$ cat src/rtl/stpc_pkg.sv
package stpc_pkg;

    typedef enum logic [2:0] {
        ST_IDLE     = 3'd0,
        ST_WAIT_BND = 3'd1,
        ST_DRAIN    = 3'd2,
        ST_GRANT    = 3'd3,
        ST_STOPPED  = 3'd4
    } stpc_state_t;

    typedef struct packed {
        logic halt;
        logic drain;
        logic grant;
        logic stopped;
    } stpc_out_t;

    function automatic logic stpc_in_flight(stpc_state_t s);
        return (s == ST_WAIT_BND) || (s == ST_DRAIN) || (s == ST_GRANT);
    endfunction

    function automatic stpc_out_t stpc_decode(stpc_state_t s);
        stpc_out_t o;
        o.halt    = (s == ST_DRAIN) || (s == ST_GRANT) || (s == ST_STOPPED);
        o.drain   = (s == ST_DRAIN);
        o.grant   = (s == ST_GRANT);
        o.stopped = (s == ST_STOPPED);
        return o;
    endfunction

endpackage

$ cat src/rtl/stpc_sync.sv
module stpc_sync #(
    parameter int STAGES = 2
) (
    input  logic clk,
    input  logic rst,
    input  logic async_n,
    output logic level_active
);
    logic [STAGES-1:0] chain;

    generate
        for (genvar i = 0; i < STAGES; i++) begin : g_stage
            if (i == 0) begin : g_first
                always_ff @(posedge clk) begin
                    if (rst) chain[0] <= 1'b1;
                    else     chain[0] <= async_n;
                end
            end else begin : g_next
                always_ff @(posedge clk) begin
                    if (rst) chain[i] <= 1'b1;
                    else     chain[i] <= chain[i-1];
                end
            end
        end
    endgenerate

    assign level_active = ~chain[STAGES-1];
endmodule

$ cat src/rtl/stpc_fsm.sv
module stpc_fsm
    import stpc_pkg::*;
(
    input  logic        clk,
    input  logic        rst,
    input  logic        req,
    input  logic        insn_boundary,
    input  logic        hi_irq_pend,
    input  logic        pipe_empty,
    input  logic        wbuf_empty,
    input  logic        bus_done,
    output stpc_state_t state
);
    stpc_state_t nxt;

    always_comb begin
        nxt = state;
        unique case (state)
            ST_IDLE:     if (req) nxt = ST_WAIT_BND;
            ST_WAIT_BND: if (insn_boundary && !hi_irq_pend) nxt = ST_DRAIN;
            ST_DRAIN:    if (pipe_empty && wbuf_empty) nxt = ST_GRANT;
            ST_GRANT:    if (bus_done) nxt = ST_STOPPED;
            ST_STOPPED:  if (!req) nxt = ST_IDLE;
            default:     nxt = ST_IDLE;
        endcase
    end

    always_ff @(posedge clk) begin
        if (rst) state <= ST_IDLE;
        else     state <= nxt;
    end
endmodule

$ cat src/rtl/stpc_err.sv
module stpc_err
    import stpc_pkg::*;
(
    input  logic        clk,
    input  logic        rst,
    input  logic        req,
    input  stpc_state_t state,
    output logic        err
);
    always_ff @(posedge clk) begin
        if (rst)
            err <= 1'b0;
        else if (state == ST_STOPPED && !req)
            err <= 1'b0;
        else if (stpc_in_flight(state) && !req)
            err <= 1'b1;
    end
endmodule

$ cat src/rtl/stop_clock_seq.sv
module stop_clock_seq
    import stpc_pkg::*;
#(
    parameter int SYNC_STAGES = 2
) (
    input  logic clk,
    input  logic rst,
    input  logic stop_req_n,
    input  logic insn_boundary,
    input  logic hi_irq_pend,
    input  logic pipe_empty,
    input  logic wbuf_empty,
    input  logic bus_done,
    output logic halt_exec,
    output logic drain_req,
    output logic grant_req,
    output logic stopped,
    output logic proto_err
);
    logic        req_seen;
    stpc_state_t state;
    stpc_out_t   outs;

    stpc_sync #(.STAGES(SYNC_STAGES)) u_sync (
        .clk          (clk),
        .rst          (rst),
        .async_n      (stop_req_n),
        .level_active (req_seen)
    );

    stpc_fsm u_fsm (
        .clk           (clk),
        .rst           (rst),
        .req           (req_seen),
        .insn_boundary (insn_boundary),
        .hi_irq_pend   (hi_irq_pend),
        .pipe_empty    (pipe_empty),
        .wbuf_empty    (wbuf_empty),
        .bus_done      (bus_done),
        .state         (state)
    );

    stpc_err u_err (
        .clk   (clk),
        .rst   (rst),
        .req   (req_seen),
        .state (state),
        .err   (proto_err)
    );

    assign outs      = stpc_decode(state);
    assign halt_exec = outs.halt;
    assign drain_req = outs.drain;
    assign grant_req = outs.grant;
    assign stopped   = outs.stopped;
endmodule

$ cat config.mk
export PLATFORM = sky130hd
export DESIGN_NAME = stop_clock_seq
export DESIGN_NICKNAME = d
export VERILOG_FILES = /design/src/rtl/stpc_pkg.sv /design/src/rtl/stpc_sync.sv /design/src/rtl/stpc_fsm.sv /design/src/rtl/stpc_err.sv /design/src/rtl/stop_clock_seq.sv
export SDC_FILE = /design/constraint.sdc
export NUM_CORES = 1
export LEC_CHECK = 0
export BUFFER_PORTS_ARGS = -buffer_cell sky130_fd_sc_hd__buf_2
export CAP_MARGIN = 30
export CORE_AREA = 2 2 39 41
export DETAILED_ROUTE_END_ITERATION = 12
export DIE_AREA = 0 0 41 43
export PLACE_DENSITY = 0.52
export REMOVE_ABC_BUFFERS = 1
export SLEW_MARGIN = 20
export SYNTH_ARGS = -nofsm -noshare
export SYNTH_HDL_FRONTEND = slang
export SYNTH_SLANG_ARGS = --single-unit
$ cat constraint.sdc
create_clock -name clk -period 1.1 [get_ports clk]
set_input_delay 0.11 -clock clk [delete_from_list [all_inputs] [get_ports clk]]
set_output_delay 0.11 -clock clk [all_outputs]
set_load 0.005 [all_outputs]
==> results of run 1 <==
==> final timing paths <==
| kind | startpoint | end |
|---|---|---|
| max | u_fsm.state[1] | grant_req |
| max reg2reg | u_fsm.state[2] | u_fsm.state[0] |
| min reg2reg | u_sync.chain[0] | u_sync.chain[1] |
| min | stop_req_n | u_sync.chain[0] |
==> stage by stage <==
step                std cells  total power [mW]  TNS (ps)
floorplan                  29             0.262         0
global placement           59             0.288         0
detailed placement         59             0.288     -8.45
CTS                        67             0.509     -51.7
global route               68             0.526      -172
finish                     68             0.502     -36.2
==> critical path, cell delays in order, from the launching register on <==
cell and delay [ps]:
dfxtp_2 330, buf_6 120, and3b_2 190, buf_2 120
==> final cells by class <==
class | count | area [um^2]
fill | 143 | 908
multi-input combinational | 21 | 165
timing repair buffer | 20 | 134
sequential | 6 | 126
clock buffer | 3 | 22.5
tap | 16 | 20.0
inverter | 2 | 7.51
==> power by group <==
group | internal [mW] | total, mW | switching [mW]
sequential | 0.226 | 0.235 | 0.00836
clock | 0.124 | 0.204 | 0.0807
combinational | 0.0394 | 0.0627 | 0.0233
total | 0.389 | 0.502 | 0.112
==> cells in the final DEF (no fill, tap or decap), types with 2 or more instances in the layout <==
master	n
or2_2	2
buf_2	11
dfxtp_2	2
clkbuf_4	3
nand2_1	2
buf_6	3
a21oi_1	3
buf_4	6
dfxtp_1	3
==> metal layers <==
metal	share of wire (%)	wire [um]	global-route usage [%]
met1	37	262	8.79
met2	58	407	14.7
met5	0	0	0
met3	4.4	31	6.81
met4	0	0	6.67
==> cells by family (layout without fill, tap and decap cells) <==
logic type	after synthesis	in the layout
compound gates	5	5
buf+inv	3	25
flops	6	6
mux	1	1
simple gates	15	15
==> registers in the layout, indices dropped and copies added (netlist names) <==
name / count
u_err.err: 1
u_fsm.state: 3
u_sync.chain: 2
==> what timing repair did <==
| action | in CTS | in global routing |
|---|---|---|
| endpoints found under the setup margin | 6 | 5 |
| resized for setup | 8 | 4 |
| pin swaps | 2 | 3 |
| buffers inserted | 5 | 1 |
==> impl_metrics.csv, run 1 <==
group,metric,value,unit
outcome,status,"finished with violations",
outcome,violations,"negative setup slack",
synthesis,synth_xor_area_share,0,%
clock_tree,cts_tree,"done",
floorplan,fp.dieH,43,um
clock_tree,ctsHoldBuffers,0,
sta,worst_pin_slew,202,ps
synthesis,synthMuxAreaShare,7.86,%
sta,finClkSkew,3.50,ps
sta,max_slew_margin,86.4,%
sta,fmax,889,MHz
synthesis,dominantRegCellSynth,"dfxtp_1",
synthesis,synth_top_family_by_area,"simple AND/OR/NAND/NOR gates",
synthesis,postSynthAreaPerCell,9.55,um^2
sta,hold_slack,47.8,ps
synthesis,syn_inst,30,
synthesis,synth_common_cells,"dfxtp_1 (6), a21oi_1 (3), nand2_1 (3)",
synthesis,synth_seq_area_share,41.9,%
critical_path,end_kind,"primary output",
critical_path,crit_fanout,3,
worst_hold_path,whs_path_depth,2,
drt,wl_per_cell,10.3,um
drt,drtIter0Drc,2,
placed_design,dpl_cell_area,370,um^2
drt,drc,0,
cells_and_area,post-route-util,34.4,%
sta,rsz0062_at_grt,"yes",
critical_path,startpoint_type,"register",
sta,post-route-period-util,102,%
floorplan,fp.dieW,41,um
floorplan,start_util,20.7,%
global_route,grt_max_degree,7,
drt,ant_nets,0,
pwr,irDropWorstVdd,650,uV
sta,setup_violations,2,
cells_and_area,n_antenna_cell,0,
synthesis,netlist_top_cells_area,"dfxtp_1 (42%), mux4_2 (7.9%), a21oi_1 (5.2%), or2_2 (4.4%), buf_6 (3.9%)",
floorplan,row_count,14,
worst_hold_path,hold_path_class,"in2reg",
critical_path,worstPathRequired,990,ps
critical_path,regToRegSetupSlack,10,ps
synthesis,yosys_warnings,0,
sta,fin_crit,1130,ps
clock_tree,clkLatencyLatePin,240,ps
floorplan,core,1380,um^2
job,maxCapViolations,0,
synthesis,synth_compound_area_share,11.4,%
synthesis,syn_area,287,um^2
critical_path,cp.arrival,1020,ps
global_route,antenna_found_initial,0,
global_route,grt_pass1_wl,1120,um
cells_and_area,design_area,475,um^2
drt,vias_per_cell,4.51,
clock_tree,clock-sinks,6,
drt,first_pass_iters,4,
synthesis,synth_top_cell_by_area,"dfxtp_1",
synthesis,ys_seq_elements,6,
synthesis,yosys.area_share.simple,32.3,%
synthesis,yosysTopAreaCellShare,41.9,%
sta,finalHoldViolations,0,
synthesis,synth_edf_count,0,
synthesis,yosys.area_share.adder,0,%
global_route,grt_pass1_vias,298,
pwr,p_leak,0.227,nW
placed_design,globalplace.congestion,0.703,
critical_path,reg2reg_depth,4,
synthesis,synth.most_common_cell,"dfxtp_1",
clock_tree,htreeDepth,1,
cells_and_area,area_delta_synth_final,65.9,%
drt,drt_wl_total,701,um
placed_design,post-dp-hpwl,458,um
placed_design,dp_slack,-8.45,ps
clock_tree,clkSlewWorstSetupHoldPaths,50,ps
placed_design,io_buffers,12,
pwr,p_per_area,1060,nW/um^2
sta,setup_ws,-25.4,ps
floorplan,die_area,1760,um^2
clock_tree,cts_buffers,3,
global_route,grt_overflow,0,
drt,vias,307,
synthesis,async_reset_ff_share,0,%
floorplan,io_pins,13,
critical_path,worstSetupPathType,"reg2out",
global_route,track_usage,9.78,%
cells_and_area,drive_gt1_share,71.2,%
clock_tree,clockBufferDepth,2,
clock_tree,cts-root-buf,"clkbuf_4",
sta,slew_viol_final,0,
synthesis,ys_types,18,
cells_and_area,nets,62,
Power figures use the tool's default switching activity.
==> run 2: changes to the inputs <==
--- a/config.mk
+++ b/config.mk
@@ -7,10 +7,12 @@
 export LEC_CHECK = 0
 export BUFFER_PORTS_ARGS = -buffer_cell sky130_fd_sc_hd__buf_2
 export CAP_MARGIN = 30
+export CELL_PAD_IN_SITES_DETAIL_PLACEMENT = 1
+export CELL_PAD_IN_SITES_GLOBAL_PLACEMENT = 1
 export CORE_AREA = 2 2 39 41
 export DETAILED_ROUTE_END_ITERATION = 12
 export DIE_AREA = 0 0 41 43
-export PLACE_DENSITY = 0.52
+export PLACE_DENSITY = 0.65
 export REMOVE_ABC_BUFFERS = 1
 export SLEW_MARGIN = 20
 export SYNTH_ARGS = -nofsm -noshare
==> run 2 against run 1 <==
  * The flow still finishes with violations (negative setup slack)
  * Utilization increased by 0.18 points
  * Critical path depth unchanged
  * Hold slack about the same
  * Total power increased by 0.99%
  * Clock power increased by 2%
==> impl_metrics.csv, run 2 (synthesized netlist as in run 1, its figures left out) <==
group,metric,value,unit
drt,ant_nets,0,
critical_path,cpPeakStageDelay,490,ps
critical_path,crit_family,"multiplexers",
pwr,netSwitchingPower,117,uW
critical_path,reg2reg_depth,3,
global_route,grt-busiest-layer,"met2",
sta,max_slew_margin,85.1,%
sta,post-route-period-util,105,%
pwr,combinationalPowerShare,12.7,%
floorplan,fp.dieW,41,um
critical_path,worst-path-stages,3,
cells_and_area,multiInputGateArea,160,um^2
pwr,power_frac_seq,46.0,%
critical_path,worstPathRequired,1270,ps
clock_tree,cts_buffers,3,
floorplan,core,1380,um^2
floorplan,die_area,1760,um^2
cells_and_area,fill_cells,167,
global_route,antenna_found_initial,0,
clock_tree,clock-sinks,6,
floorplan,fp.dieH,43,um
cells_and_area,nets,62,
placed_design,dp_slack,7.46,ps
critical_path,cp_cell_sequence,"buf_6 > mux4_2 > nor3_2",
clock_tree,ctsHoldBuffers,0,
global_route,use_met1,14.1,%
critical_path,crit_path_top_delay_cell,"mux4_2",
pwr,irDropWorstVdd,397,uV
critical_path,r2r-end,"u_fsm.state[0]",
drt,first_pass_iters,2,
cells_and_area,ff_latch_area,126,um^2
worst_hold_path,hold_path_class,"in2reg",
critical_path,timing.rr.start,"u_fsm.state[0]",
critical_path,worstSetupPathType,"reg2reg",
drt,vias_per_cell,4.32,
critical_path,crit_fanout,4,
cells_and_area,final_common_cell,"buf_2",
clock_tree,htreeDepth,1,
placed_design,io_buffers,12,
floorplan,start_util,20.7,%
critical_path,startpoint_type,"register",
clock_tree,cts_tree,"done",
critical_path,crit_path_start,"u_fsm.state[0]",
global_route,grt_max_degree,7,
global_route,grt_pass1_wl,1320,um
sta,rsz0062_at_grt,"yes",
pwr,p_per_area,1060,nW/um^2
sta,setup_violations,4,
sta,fmax,867,MHz
drt,vias,294,
critical_path,crit_end,"u_fsm.state[0]",
sta,setup_ws,-53.6,ps
clock_tree,clkLatencyLatePin,250,ps
clock_tree,cts-root-buf,"clkbuf_4",
floorplan,row_count,14,
outcome,status,"finished with violations",
pwr,p_clk_share,41.3,%
placed_design,post-dp-hpwl,521,um
critical_path,regToRegSetupSlack,-50,ps
sta,worst_pin_slew,221,ps
cells_and_area,largest_reg_flops,3,
pwr,p_leak,0.231,nW
drt,wl_per_cell,11.7,um
floorplan,io_pins,13,
global_route,grt_pass1_vias,310,
cells_and_area,mostFrequentLayoutCells,"buf_2 (11), buf_6 (5), buf_4 (4)",
cells_and_area,n_antenna_cell,0,
drt,drtIter0Drc,1,
placed_design,globalplace.congestion,0.716,
pwr,swShare,23.1,%
cells_and_area,largest_register,"u_fsm.state",
critical_path,crit_buf_inv,1,
global_route,grt_overflow,0,
cells_and_area,area_delta_synth_final,66.8,%
sta,hold_slack,47.7,ps
global_route,met2_usage,16.6,%
critical_path,end_kind,"register",
sta,fin_crit,1150,ps
sta,slew_viol_final,0,
global_route,track_usage,11.6,%
worst_hold_path,whs_path_depth,2,
outcome,violations,"negative setup slack",
drt,drc,0,
drt,drt_wl_total,793,um
critical_path,cp.arrival,1330,ps
clock_tree,clkSlewWorstSetupHoldPaths,50,ps
sta,finClkSkew,6.17,ps
pwr,p_int,390,uW
cells_and_area,drive_gt1_share,69.2,%
global_route,use_met3,2.09,%
clock_tree,clockBufferDepth,2,
sta,finalHoldViolations,0,
job,maxCapViolations,0,
cells_and_area,reg_top3,"u_fsm.state x3, u_sync.chain x2, u_err.err x1",
## run 2: cell counts in the layout (fill, tap and decap cells not counted)
No cell type changed its count.
## run 2: worst min path at each step
stage | slack [ps] | end | start
6_report | 50 | u_sync.chain[0] | stop_req_n
5_1_grt | 50 | u_sync.chain[0] | stop_req_n
4_1_cts | 40 | u_sync.chain[0] | stop_req_n
3_5_place_dp | 300 | u_sync.chain[0] | stop_req_n
3_3_place_gp | 290 | u_sync.chain[0] | stop_req_n
2_1_floorplan | 180 | u_err.err | rst
## run 2: cell type report
type / count / area share, %
multi-input combinational: 21 / 33.5
timing repair buffer: 20 / 29.6
sequential: 6 / 26.4
clock buffer: 3 / 4.71
tap: 16 / 4.19
inverter: 2 / 1.57
## run 2: layer usage
layer / up-vias / routed length (um)
met5: - / 0
met2: 6 / 426
met4: 0 / 4
met1: 136 / 326
met3: 2 / 35
li1: 150 / -
## run 2: metrics by stage
stage	cells	setup TNS, ps	util (%)	power, mW	instance area, um^2
after floorplan	29	0	-	0.262	275
after global placement	61	0	27.8	0.290	385
after detailed placement	61	0	27.8	0.291	385
after CTS	67	-223	33.5	0.522	464
after global routing	68	-447	34.5	0.534	478
final	68	-156	34.5	0.507	478
## run 2: power groups by stage
stage	Sequential, mW	Clock [mW]	Combinational, mW
floorplan	0.237	0	0.0249
global placement	0.237	0	0.0534
detailed placement	0.237	0	0.0544
CTS	0.233	0.226	0.0627
global route	0.234	0.229	0.0714
finish	0.233	0.209	0.0642
## run 2: timing repair
action                                  in CTS  in global routing
hold endpoints to repair                     0                  0
endpoints found under the setup margin       5                  5
pin swaps                                    2                  0
setup buffers                                3                  1
gates resized for setup                     11                  1
==> run 3: changes to the inputs <==
--- a/config.mk
+++ b/config.mk
@@ -12,6 +12,7 @@
 export CORE_AREA = 2 2 39 41
 export DETAILED_ROUTE_END_ITERATION = 12
 export DIE_AREA = 0 0 41 43
+export GPL_TIMING_DRIVEN = 0
 export PLACE_DENSITY = 0.65
 export REMOVE_ABC_BUFFERS = 1
 export SLEW_MARGIN = 20
==> run 3 against run 2 <==
  * Hold slack gained 6.3 ps
  * Clock skew shrank 1.7 ps
  * The flow now finishes without violations
  * Clock power decreased by 5%
  * Global-route usage down 2.7 points
  * Fmax grew 6.2%
  * First-iteration DRC count unchanged
  * Count of clock-buffer cells in the layout did not move
  * Combinational power down 23%
  * Sequential power about the same
  * Highest routed layer is now met3
  * Flip-flop and latch count stayed put
==> impl_metrics.csv, run 3 (synthesized netlist as in run 1, its figures left out) <==
group,metric,value,unit
drt,first_pass_iters,2,
critical_path,crit_buf_inv,1,
pwr,p_leak,0.187,nW
clock_tree,ctsHoldBuffers,0,
pwr,irDropWorstVdd,751,uV
global_route,grt_pass1_vias,243,
critical_path,worstSetupPathType,"reg2out",
global_route,grt_overflow,0,
sta,hold_slack,54.0,ps
global_route,grt_pass1_wl,1040,um
sta,max_slew_margin,85.7,%
floorplan,fp.dieH,43,um
clock_tree,clkSlewWorstSetupHoldPaths,50,ps
worst_hold_path,hold_path_startpoint,"stop_req_n",
floorplan,start_util,20.7,%
floorplan,row_count,14,
sta,rsz0062_at_grt,"yes",
sta,fmax,920,MHz
global_route,antenna_found_initial,0,
critical_path,cp.arrival,980,ps
critical_path,crit_path_top_delay_cell,"dfxtp_4",
worst_hold_path,hold-path-endpoint,"u_sync.chain[0]",
clock_tree,clkLatencyLatePin,240,ps
critical_path,r2r-end,"u_fsm.state[0]",
cells_and_area,reg_top3,"u_fsm.state x3, u_sync.chain x2, u_err.err x1",
placed_design,globalplace.congestion,0.676,
job,maxCapViolations,0,
global_route,grt_max_degree,10,
sta,setup_violations,0,
drt,drc,0,
drt,vias,262,
placed_design,io_buffers,12,
drt,drt_wl_total,545,um
sta,setup_total_negative_slack,0,ps
pwr,p_per_area,1200,nW/um^2
sta,post-route-period-util,98.8,%
sta,fin_crit,1090,ps
clock_tree,cts_tree,"done",
worst_hold_path,hold_path_class,"in2reg",
cells_and_area,drive_gt1_share,61.4,%
floorplan,io_pins,13,
critical_path,timing.rr.start,"u_fsm.state[0]",
drt,wl_per_cell,9.08,um
critical_path,crit_fanout,9,
clock_tree,cts_buffers,3,
cells_and_area,mostFrequentLayoutCells,"buf_2 (12), a21oi_1 (3), clkbuf_4 (3), dfxtp_1 (3), dfxtp_4 (3)",
cells_and_area,final_common_cell,"buf_2",
critical_path,cp_cell_sequence,"and3b_2 > buf_2",
floorplan,core,1380,um^2
sta,finClkSkew,4.49,ps
critical_path,worstPathRequired,990,ps
cells_and_area,fill_cells,167,
critical_path,startpoint_type,"register",
sta,worst_pin_slew,213,ps
clock_tree,htreeDepth,1,
floorplan,die_area,1760,um^2
sta,setup_ws,13.3,ps
drt,drtIter0Drc,1,
critical_path,end_kind,"primary output",
critical_path,reg2reg_depth,2,
cells_and_area,nets,54,
cells_and_area,area_delta_synth_final,39.3,%
pwr,fin_total_pwr,478,uW
placed_design,dp_slack,-72.7,ps
floorplan,fp.dieW,41,um
sta,slew_viol_final,0,
outcome,status,"finished, final reports clean",
clock_tree,cts_setup_buffers,0,
worst_hold_path,whs_path_depth,2,
sta,finalHoldViolations,0,
clock_tree,cts-root-buf,"clkbuf_4",
clock_tree,clock-sinks,6,
cells_and_area,post-route-util,28.8,%
critical_path,regToRegSetupSlack,30,ps
cells_and_area,largest_reg_flops,3,
placed_design,post-dp-hpwl,422,um
drt,ant_nets,0,
cells_and_area,n_antenna_cell,0,
drt,vias_per_cell,4.37,
critical_path,cpPeakStageDelay,390,ps
critical_path,crit_family,"flip-flops",
global_route,track_usage,8.88,%
clock_tree,clockBufferDepth,2,
cells_and_area,largest_register,"u_fsm.state",
run 3: cell types whose count changed in the layout (fill, tap and decap cells not counted), sizes merged:
cell,before,now
buf,20,12
run 3: how the worst max path moves through the flow:
stage | cells after the start | to | from
floorplan | 3 | u_fsm.state[0] | u_fsm.state[2]
global placement | 3 | u_fsm.state[0] | u_fsm.state[2]
detailed placement | 3 | u_fsm.state[0] | u_fsm.state[2]
CTS | 4 | halt_exec | u_fsm.state[0]
global route | 4 | halt_exec | u_fsm.state[1]
finish | 2 | grant_req | u_fsm.state[2]
run 3: layout make-up:
type	count	area, um^2	share of cell area [%]
clock buffer	3	22.5	5.64
inverter	2	7.51	1.88
multi-input combinational	21	158	39.5
sequential	6	131	32.9
tap	16	20.0	5.02
timing repair buffer	12	60.1	15.0
run 3: metal layers:
layer  part of all wire, %  up-vias  GRT usage (%)
met5                     0        -              0
met4                     0        0           4.00
met3                   5.1        0           6.28
met2                    52        8           11.6
met1                    43      122           10.8
li1                      -      132              -
run 3: per-stage QoR:
step / instances / area (um^2)
floorplan: 29 / 275
global placement: 57 / 355
detailed placement: 57 / 355
CTS: 60 / 392
global route: 60 / 399
finish: 60 / 399
run 3: power breakdown:
part / leakage, nW / internal (mW) / switching, mW
Combinational: 0.122 / 0.0300 / 0.0192
Sequential: 0.0514 / 0.222 / 0.00872
Clock: 0.0138 / 0.123 / 0.0750
Total: 0.187 / 0.375 / 0.103
run 3: what timing repair did:
item                                    in CTS  in global routing
endpoints found under the setup margin       6                  5
pin swaps                                    1                  3
cloned                                       0                  0
resized for setup                            6                  3
